`src/rtl/cyc_tmo_pkg.sv`:
```
package cyc_tmo_pkg;
   localparam int NUM_WATCH  = 3;
   localparam int SEL_W      = 2;
   localparam int CFG_W      = 8;
   localparam int ARB_BIT    = 6;
   localparam int WID_LOCAL  = 0;
   localparam int WID_ACCESS = 1;
   localparam int WID_GLOBAL = 2;
   typedef logic [SEL_W-1:0] sel_t;
   localparam sel_t SEL_OFF  = 2'b11;
endpackage

```
`src/rtl/cyc_tmo_cfg.sv`:
```
module cyc_tmo_cfg
   import cyc_tmo_pkg::*;
#(
   parameter int ADDR_W   = 6,
   parameter int CFG_ADDR = 9
) (
   input  logic                            clk,
   input  logic                            rst_n,
   input  logic                            wr_en,
   input  logic [ADDR_W-1:0]               wr_addr,
   input  logic [CFG_W-1:0]                wr_data,
   output logic [NUM_WATCH-1:0][SEL_W-1:0] sel_o,
   output logic                            arb_en_o
);
   localparam int HELD_W = ARB_BIT + 1;

   if (CFG_ADDR >= (1 << ADDR_W)) begin : g_bad_addr
      $error("CFG_ADDR does not fit in ADDR_W bits");
   end
   if (NUM_WATCH * SEL_W > ARB_BIT) begin : g_bad_layout
      $error("selector fields overlap the arbitration enable bit");
   end

   logic [HELD_W-1:0] cfg_q;
   logic              hit;

   assign hit = wr_en && (wr_addr == ADDR_W'(CFG_ADDR));

   always_ff @(posedge clk) begin
      if (!rst_n) begin
         cfg_q <= '0;
      end else if (hit) begin
         cfg_q <= wr_data[HELD_W-1:0];
      end
   end

   for (genvar g = 0; g < NUM_WATCH; g++) begin : g_sel
      assign sel_o[g] = cfg_q[g*SEL_W +: SEL_W];
   end

   assign arb_en_o = cfg_q[ARB_BIT];
endmodule

```
`src/rtl/cyc_tmo_lut.sv`:
```
module cyc_tmo_lut
   import cyc_tmo_pkg::*;
#(
   parameter int unsigned L0    = 102,
   parameter int unsigned L1    = 205,
   parameter int unsigned L2    = 410,
   parameter int          CNT_W = 16
) (
   input  sel_t             sel,
   output logic [CNT_W-1:0] lim,
   output logic             off
);
   if (L0 == 0 || L1 == 0 || L2 == 0) begin : g_zero
      $error("timeout limits must be non-zero");
   end
   if (L0 >= (1 << CNT_W) || L1 >= (1 << CNT_W) || L2 >= (1 << CNT_W)) begin : g_wide
      $error("a timeout limit does not fit in CNT_W bits");
   end

   always_comb begin
      off = 1'b0;
      unique case (sel)
         2'b00:   lim = CNT_W'(L0);
         2'b01:   lim = CNT_W'(L1);
         2'b10:   lim = CNT_W'(L2);
         default: begin
            lim = '0;
            off = 1'b1;
         end
      endcase
   end
endmodule

```
`src/rtl/cyc_tmo_watch.sv`:
```
module cyc_tmo_watch
   import cyc_tmo_pkg::*;
#(
   parameter int unsigned L0    = 102,
   parameter int unsigned L1    = 205,
   parameter int unsigned L2    = 410,
   parameter int          CNT_W = 16
) (
   input  logic clk,
   input  logic rst_n,
   input  logic tick,
   input  logic start,
   input  logic done,
   input  sel_t sel,
   input  logic clr,
   output logic flag,
   output logic fire
);
   logic [CNT_W-1:0] lut_lim;
   logic             lut_off;
   logic [CNT_W-1:0] cnt_q;
   logic [CNT_W-1:0] lim_q;
   logic [CNT_W-1:0] cnt_nx;
   logic             off_q;
   logic             act_q;
   logic             hit;

   cyc_tmo_lut #(.L0(L0), .L1(L1), .L2(L2), .CNT_W(CNT_W)) lut_i (
      .sel (sel),
      .lim (lut_lim),
      .off (lut_off)
   );

   assign cnt_nx = cnt_q + 1'b1;
   assign hit    = act_q && !start && !done && tick && !off_q && (cnt_nx == lim_q);

   always_ff @(posedge clk) begin
      if (!rst_n) begin
         act_q <= 1'b0;
         cnt_q <= '0;
         lim_q <= '0;
         off_q <= 1'b0;
      end else if (start) begin
         act_q <= 1'b1;
         cnt_q <= '0;
         lim_q <= lut_lim;
         off_q <= lut_off;
      end else if (done || hit) begin
         act_q <= 1'b0;
      end else if (act_q && tick && !off_q) begin
         cnt_q <= cnt_nx;
      end
   end

   always_ff @(posedge clk) begin
      if (!rst_n) begin
         flag <= 1'b0;
         fire <= 1'b0;
      end else begin
         flag <= (flag && !clr) || hit;
         fire <= hit;
      end
   end
endmodule

```
`src/rtl/cyc_tmo_mon.sv`:
```
module cyc_tmo_mon
   import cyc_tmo_pkg::*;
#(
   parameter int          ADDR_W   = 6,
   parameter int          CFG_ADDR = 9,
   parameter int          CNT_W    = 16,
   parameter int unsigned LOC_LIM0 = 102,
   parameter int unsigned LOC_LIM1 = 205,
   parameter int unsigned LOC_LIM2 = 410,
   parameter int unsigned ACC_LIM0 = 102,
   parameter int unsigned ACC_LIM1 = 1600,
   parameter int unsigned ACC_LIM2 = 51000,
   parameter int unsigned GLB_LIM0 = 102,
   parameter int unsigned GLB_LIM1 = 205,
   parameter int unsigned GLB_LIM2 = 410
) (
   input  logic              clk,
   input  logic              rst_n,
   input  logic              us_tick,
   input  logic [2:0]        cyc_start,
   input  logic [2:0]        cyc_done,
   input  logic              cfg_wr,
   input  logic [ADDR_W-1:0] cfg_addr,
   input  logic [7:0]        cfg_wdata,
   input  logic [2:0]        tmo_clr,
   output logic [2:0]        tmo_flag,
   output logic              bus_err,
   output logic              arb_tmr_en
);
   logic [NUM_WATCH-1:0][SEL_W-1:0] sel;
   logic [NUM_WATCH-1:0]            fire;

   cyc_tmo_cfg #(.ADDR_W(ADDR_W), .CFG_ADDR(CFG_ADDR)) cfg_i (
      .clk      (clk),
      .rst_n    (rst_n),
      .wr_en    (cfg_wr),
      .wr_addr  (cfg_addr),
      .wr_data  (cfg_wdata),
      .sel_o    (sel),
      .arb_en_o (arb_tmr_en)
   );

   for (genvar g = 0; g < NUM_WATCH; g++) begin : g_watch
      localparam int unsigned P0 = (g == WID_ACCESS) ? ACC_LIM0 :
                                   (g == WID_LOCAL)  ? LOC_LIM0 : GLB_LIM0;
      localparam int unsigned P1 = (g == WID_ACCESS) ? ACC_LIM1 :
                                   (g == WID_LOCAL)  ? LOC_LIM1 : GLB_LIM1;
      localparam int unsigned P2 = (g == WID_ACCESS) ? ACC_LIM2 :
                                   (g == WID_LOCAL)  ? LOC_LIM2 : GLB_LIM2;
      cyc_tmo_watch #(.L0(P0), .L1(P1), .L2(P2), .CNT_W(CNT_W)) watch_i (
         .clk   (clk),
         .rst_n (rst_n),
         .tick  (us_tick),
         .start (cyc_start[g]),
         .done  (cyc_done[g]),
         .sel   (sel[g]),
         .clr   (tmo_clr[g]),
         .flag  (tmo_flag[g]),
         .fire  (fire[g])
      );
   end

   assign bus_err = |fire;
endmodule

```
`config.mk`:
```
export PLATFORM = sky130hd
export DESIGN_NAME = cyc_tmo_mon
export DESIGN_NICKNAME = d
export VERILOG_FILES = /design/src/rtl/cyc_tmo_pkg.sv /design/src/rtl/cyc_tmo_cfg.sv /design/src/rtl/cyc_tmo_lut.sv /design/src/rtl/cyc_tmo_watch.sv /design/src/rtl/cyc_tmo_mon.sv
export SDC_FILE = /design/constraint.sdc
export NUM_CORES = 1
export LEC_CHECK = 0
export ABC_AREA = 1
export BUFFER_PORTS_ARGS = -buffer_cell sky130_fd_sc_hd__buf_4
export CAP_MARGIN = 10
export CELL_PAD_IN_SITES_DETAIL_PLACEMENT = 1
export CELL_PAD_IN_SITES_GLOBAL_PLACEMENT = 1
export CORE_ASPECT_RATIO = 1.25
export CORE_MARGIN = 5
export CORE_UTILIZATION = 47
export CTS_CLUSTER_DIAMETER = 100
export CTS_CLUSTER_SIZE = 30
export DETAILED_ROUTE_END_ITERATION = 10
export GPL_TIMING_DRIVEN = 0
export PLACE_DENSITY = 0.95
export SLEW_MARGIN = 40
export SYNTH_ARGS = -nofsm -noshare
export SYNTH_HDL_FRONTEND = slang
export SYNTH_SLANG_ARGS = --single-unit
export TNS_END_PERCENT = 20
```
`constraint.sdc`:
```
create_clock -name clk -period 3.2 [get_ports clk]
set_input_delay 0.32 -clock clk [delete_from_list [all_inputs] [get_ports clk]]
set_output_delay 0.32 -clock clk [all_outputs]
set_load 0.1 [all_outputs]
```
==> results of run 1 <==
-- power by group through the flow --
stage	Combinational (W)	Sequential (W)	Clock [W]
after floorplan	0.000146	0.00111	0
after global placement	0.000213	0.00111	0
after detailed placement	0.000224	0.00111	0
after CTS	0.000236	0.00109	0.00111
after global routing	0.000262	0.00109	0.00116
final	0.000238	0.00109	0.00111
-- area by class of cell --
type | instances | area (µm²) | area share [%]
multi-input combinational | 640 | 3080 | 50.2
sequential | 84 | 1680 | 27.4
inverter | 141 | 529 | 8.63
clock buffer | 11 | 243 | 3.96
timing repair buffer | 30 | 225 | 3.67
tap | 138 | 173 | 2.82
buffer | 20 | 144 | 2.35
clock inverter | 5 | 60.1 | 0.979
-- cell families after synthesis --
kind of cell	count (synthesis)	synth area share (%)
and+or+nand+nor	559	45.7
buffers and inverters	161	12.4
DFF	84	31.0
AOI/OAI and AO/OA	54	5.32
adders and majority gates	17	3.92
xor gates and xnor gates	10	1.75
-- worst max-delay path, cell delays in order (launching register included) --
cell and delay (ns):
dfxtp_1 0.45, ha_1 0.30, nand3_1 0.21, o21ai_1 0.25, nand2_1 0.14, nand2_1 0.10, nand2_1 0.05, nor2_1 0.14
nand2_1 0.12, nor2_2 0.19, nand2_4 0.14, nand3_4 0.15, buf_6 0.18, nand2_1 0.06, nand2_1 0.06, nor2_1 0.06
-- stage by stage --
step | hold WS, ns | total power (W) | std cells
6_report | 0.158 | 0.00244 | 1069
5_1_grt | 0.181 | 0.00252 | 1069
4_1_cts | 0.156 | 0.00244 | 1069
3_5_place_dp | 0.453 | 0.00134 | 1053
3_3_place_gp | 0.450 | 0.00133 | 1053
2_1_floorplan | 0.434 | 0.00125 | 885
-- sequential cells by signal, indices dropped and copies added (netlist names) --
signal	flops
g_watch.watch_i.cnt_q	48
g_watch.watch_i.lim_q	17
cfg_i.cfg_q	7
g_watch.watch_i.act_q	3
g_watch.watch_i.fire	3
g_watch.watch_i.flag	3
g_watch.watch_i.off_q	3
-- worst paths after layout --
path	start	end	slack (ns)	depth (start not counted)
max	g_watch[1].watch_i.cnt_q[0]$_SDFFE_PP0P_	g_watch[1].watch_i.cnt_q[8]$_SDFFE_PP0P_	0.47	15
min	tmo_clr[1]	g_watch[1].watch_i.flag$_SDFF_PN0_	0.16	2
max reg2reg	g_watch[1].watch_i.cnt_q[0]$_SDFFE_PP0P_	g_watch[1].watch_i.cnt_q[8]$_SDFFE_PP0P_	0.47	15
min reg2reg	g_watch[1].watch_i.flag$_SDFF_PN0_	g_watch[1].watch_i.flag$_SDFF_PN0_	0.48	2
-- per-layer routing --
metal | global-route usage, % | part of all wire (%) | wire, µm
met1 | 29.8 | 38 | 7250
met2 | 54.6 | 53 | 10100
met3 | 4.26 | 3.5 | 671
met4 | 17.7 | 5.2 | 1000
met5 | 0 | 0 | 0
-- cell usage in the layout, fill, tap and decap left out, types with 2 or more instances in the layout --
| cell | synthesis | layout |
|---|---|---|
| nor3_1 | 7 | 7 |
| nand2_4 | 2 | 2 |
| a21oi_1 | 15 | 15 |
| clkbuf_16 | 0 | 9 |
| nor2_2 | 13 | 13 |
| buf_6 | 7 | 7 |
| nor2_1 | 131 | 131 |
| inv_2 | 2 | 2 |
| o21ai_0 | 24 | 24 |
| clkbuf_1 | 7 | 8 |
| nand3_1 | 73 | 73 |
| dfxtp_1 | 84 | 84 |
| nand2_2 | 5 | 5 |
| nand3b_1 | 3 | 3 |
| buf_4 | 4 | 34 |
| ha_1 | 17 | 17 |
| nand3_2 | 2 | 2 |
| nor2_4 | 6 | 6 |
| o22ai_1 | 9 | 9 |
| inv_1 | 135 | 135 |
| nand3_4 | 3 | 3 |
| xor2_1 | 8 | 8 |
| o21ai_1 | 4 | 4 |
| nand4_1 | 36 | 36 |
| clkinv_1 | 4 | 4 |
| nor3_2 | 2 | 2 |
| nand2_1 | 272 | 272 |
==> flow_metrics.tcl, run 1 <==
set metrics [dict create \
    drive_above_1_share_pct 10.1 \
    vias 5937 \
    cts_resized 0 \
    relSlewSlack_pct 48.7 \
    path_class "flop to flop" \
    numCtsBuffers 9 \
    async_flop_share_pct 0 \
    gp_congestion 0.935 \
    ys.flop_type "dfxtp_1" \
    holdCritPathClass "input pin to flop" \
    p_per_area_nw_per_um2 397 \
    cts_tree "built" \
    worst_pin_slew_ns 0.766 \
    ys_types 36 \
    antenna_found_initial 0 \
    p_int_w 0.00178 \
    finalHoldViolCount 0 \
    rsz0062_at_grt "no" \
    clock_latency_ns 0.36 \
    routedWlPerCell_um 17.8 \
    cp.arrival_ns 2.97 \
    synth_commonest_cells "272 x nand2_1, 135 x inv_1, 131 x nor2_1" \
    cap_violations 0 \
    dieHeight_um 130 \
    power_frac_comb_pct 9.8 \
    grt_max_degree 15 \
    die_w_um 106 \
    period_needed_ns 2.73 \
    status "completed" \
    synth-seq-cells 84 \
    cp-start-kind "flop" \
    yosysSeqAreaShare_pct 31.0 \
    gr-usage-all-layers_pct 28.8 \
    syn_to_final_growth_pct 12.9 \
    fp.dieArea_um2 13800 \
    wl_mm 19.1 \
    core_um2 11500 \
    synth-edff-count 0 \
    setup_violations 0 \
    grt_overflow 0 \
    fillerInstances 1609 \
    row_count 44 \
    post-route-drc-count 0 \
    path_max_fanout 10 \
    clkTransAtPathRegs_ns 0.07 \
    design_area_um2 6130 \
    required_ns 3.44 \
    ios 32 \
    ant_nets 0 \
    synthTopCellsByArea "dfxtp_1 31%, nand2_1 19%, inv_1 9.3%, nor2_1 9.1%, nand3_1 6.7%" \
    syn-cell-area_um2 5430 \
    period_share_pct 85.2 \
    synth_top_area_share_pct 31.0 \
    synth.net_count 929 \
    place_area_um2 5830 \
    drv_slew 0 \
    p_sw_share_pct 26.9 \
    ir_drop_mv 0.279 \
    antennaDiodeCount 0 \
    nNetsFinal 970 \
    root_buffer "clkbuf_16" \
    place.port_buffers 30 \
    syn_inst 885 \
    cts_hold_buffers 0 \
    pwr-share-seq_pct 44.8 \
    cp-end-kind "flop" \
    numClockSinks 84 \
    grt_pass1_wl_mm 31.7 \
    leakage_nw 2.96 \
    grt_pass1_vias 6585 \
    ys_warn_count 0 \
    place_ws_ns 0.716 \
    clkPwrFrac_pct 45.4 \
    synth_top_cell_by_area "dfxtp_1" \
    postLayoutCoreUtil_pct 53.6 \
    p_switching_w 0.000657 \
    drt_iter0_markers 257 \
    worst_slack_ns 0.474 \
    fin_setup_tns_ns 0 \
    h-tree-depth 3 \
    post_cts_buffers 0 \
    cts_buffer_depth 2 \
    vias_per_cell 5.55 \
    fmax_mhz 367 \
    avgSynthCellArea_um2 6.14 \
    start_util_pct 47.4 \
    yosysMostFrequentCell "nand2_1" \
    dr.pass1.iters 5 \
    skew_ns 0.0134 \
    dpl.hpwl_mm 13.1 \
]
Power figures use the tool's default switching activity.
==> run 2, diff against run 1 <==
--- a/config.mk
+++ b/config.mk
@@ -17,7 +17,7 @@
 export CTS_CLUSTER_SIZE = 30
 export DETAILED_ROUTE_END_ITERATION = 10
 export GPL_TIMING_DRIVEN = 0
-export PLACE_DENSITY = 0.95
+export PLACE_DENSITY = 0.83
 export SLEW_MARGIN = 40
 export SYNTH_ARGS = -nofsm -noshare
 export SYNTH_HDL_FRONTEND = slang
==> flow_metrics.tcl, run 2 (synthesis results as in run 1) <==
set metrics [dict create \
    status "completed" \
    r2r_start "g_watch[2].watch_i.cnt_q[0]$_SDFFE_PP0P_" \
    fin_setup_tns_ns 0 \
    die_w_um 106 \
    antennaDiodeCount 0 \
    vias_per_cell 5.32 \
    dr.pass1.iters 4 \
    drv_slew 0 \
    path_class "flop to flop" \
    top_regs "g_watch.watch_i.cnt_q (48), g_watch.watch_i.lim_q (17), cfg_i.cfg_q (7)" \
    finalHoldViolCount 0 \
    fillerInstances 1655 \
    p_per_area_nw_per_um2 391 \
    root_buffer "clkbuf_16" \
    dieHeight_um 130 \
    period_needed_ns 2.47 \
    largest_register_ffs 48 \
    skew_ns 0.00931 \
    final_common_cell "nand2_1" \
    grt_pass1_wl_mm 27.7 \
    syn_to_final_growth_pct 12.9 \
    place.port_buffers 30 \
    numClockSinks 84 \
    start_util_pct 47.4 \
    gr-usage-all-layers_pct 25.0 \
    grt_overflow 0 \
    h-tree-depth 3 \
    largest-register "g_watch.watch_i.cnt_q" \
    wl_met2_mm 9.19 \
    clkTransAtPathRegs_ns 0.07 \
    met3_length_um 417 \
    fmax_mhz 405 \
    relSlewSlack_pct 54.0 \
    report.power.total_w 0.00240 \
    wl_mm 17.0 \
    clock_latency_ns 0.34 \
    setup_violations 0 \
    cp.arrival_ns 2.71 \
    cp-end-kind "flop" \
    place_ws_ns 0.773 \
    ir_drop_mv 0.309 \
    row_count 44 \
    dr.max_layer_used "met4" \
    gp_congestion 0.911 \
    worst_slack_ns 0.734 \
    grt_max_degree 15 \
    cts_buffer_depth 2 \
    grt_pass1_vias 5914 \
    worst_pin_slew_ns 0.688 \
    wl_met1_mm 6.84 \
    routedWlPerCell_um 15.9 \
    cts_resized 0 \
    leakage_nw 2.96 \
    fp.dieArea_um2 13800 \
    rsz0062_at_grt "no" \
    drt_iter0_markers 224 \
    vias 5682 \
    cts_tree "built" \
    cts_hold_buffers 0 \
    drive_above_1_share_pct 10.2 \
    dpl.hpwl_mm 13.2 \
    antenna_found_initial 0 \
    post-route-drc-count 0 \
    cp-startpoint "g_watch[2].watch_i.cnt_q[0]$_SDFFE_PP0P_" \
    ant_nets 0 \
    placedCellCount 1053 \
    ios 32 \
    required_ns 3.44 \
    period_share_pct 77.1 \
    numCtsBuffers 9 \
    core_um2 11500 \
    path_max_fanout 10 \
    hp-start "tmo_clr[0]" \
    cp-start-kind "flop" \
    final_cell_mix "272 x nand2_1, 135 x inv_1, 131 x nor2_1" \
    final_cells 1069 \
    post_cts_buffers 0 \
    nNetsFinal 970 \
    cap_violations 0 \
    holdCritPathClass "input pin to flop" \
]
## run 2: changes by cell type in the layout (fill, tap and decap cells not counted), sizes merged
| cell | previous run | this run |
|---|---|---|
| clkbuf | 18 | 17 |
| clkinv | 6 | 7 |
| clkinvlp | 1 | 2 |
| inv | 138 | 137 |
## run 2: layout make-up
type	instances	area [µm²]	share of cell area, %
buffer	20	144	2.35
clock buffer	10	239	3.90
clock inverter	6	63.8	1.04
inverter	141	529	8.63
multi-input combinational	640	3080	50.2
sequential	84	1680	27.4
tap	138	173	2.82
timing repair buffer	30	225	3.67
## run 2: layer usage
metal / up-vias / track usage (%)
met5: - / 0
met3: 31 / 3.17
met4: 0 / 9.68
met1: 2743 / 26.6
met2: 73 / 49.7
li1: 2835 / -
## run 2: stage by stage
step                      hold WS (ns)  utilization, %  area (µm²)
final                            0.170            53.6        6130
after global routing             0.180            53.6        6130
after CTS                        0.165            53.6        6130
after detailed placement         0.461            50.9        5830
after global placement           0.454            50.9        5830
after floorplan                  0.434               -        5430
## run 2: power by group
group	switching, W	total (W)	internal, W
clock network	0.000455	0.00108	0.000625
logic	0.000145	0.000225	0.0000800
registers	0.0000199	0.00109	0.00107
total	0.000620	0.00240	0.00178
## run 2: worst max-delay path, cell delays in order (launching register included)
cell     delay (ns)
dfxtp_1        0.39
ha_1           0.22
nand3_1        0.12
inv_1          0.21
nand2_1        0.10
nand3_1        0.08
nand3_1        0.07
nor2_1         0.22
nand3_1        0.14
nor2_2         0.17
nand2_4        0.12
nand3_4        0.15
buf_6          0.18
nand2_1        0.07
nand2_1        0.07
nor2_1         0.05
## run 2: path summary, 6_finish.rpt
kind,endpoint,slack [ns],cells past startpoint
hold reg to reg,cfg_i.cfg_q[6]$_SDFFE_PN0P_,0.47,2
setup / recovery,g_watch[2].watch_i.cnt_q[9]$_SDFFE_PP0P_,0.73,15
setup reg to reg,g_watch[2].watch_i.cnt_q[9]$_SDFFE_PP0P_,0.73,15
hold / removal,g_watch[0].watch_i.flag$_SDFF_PN0_,0.17,2
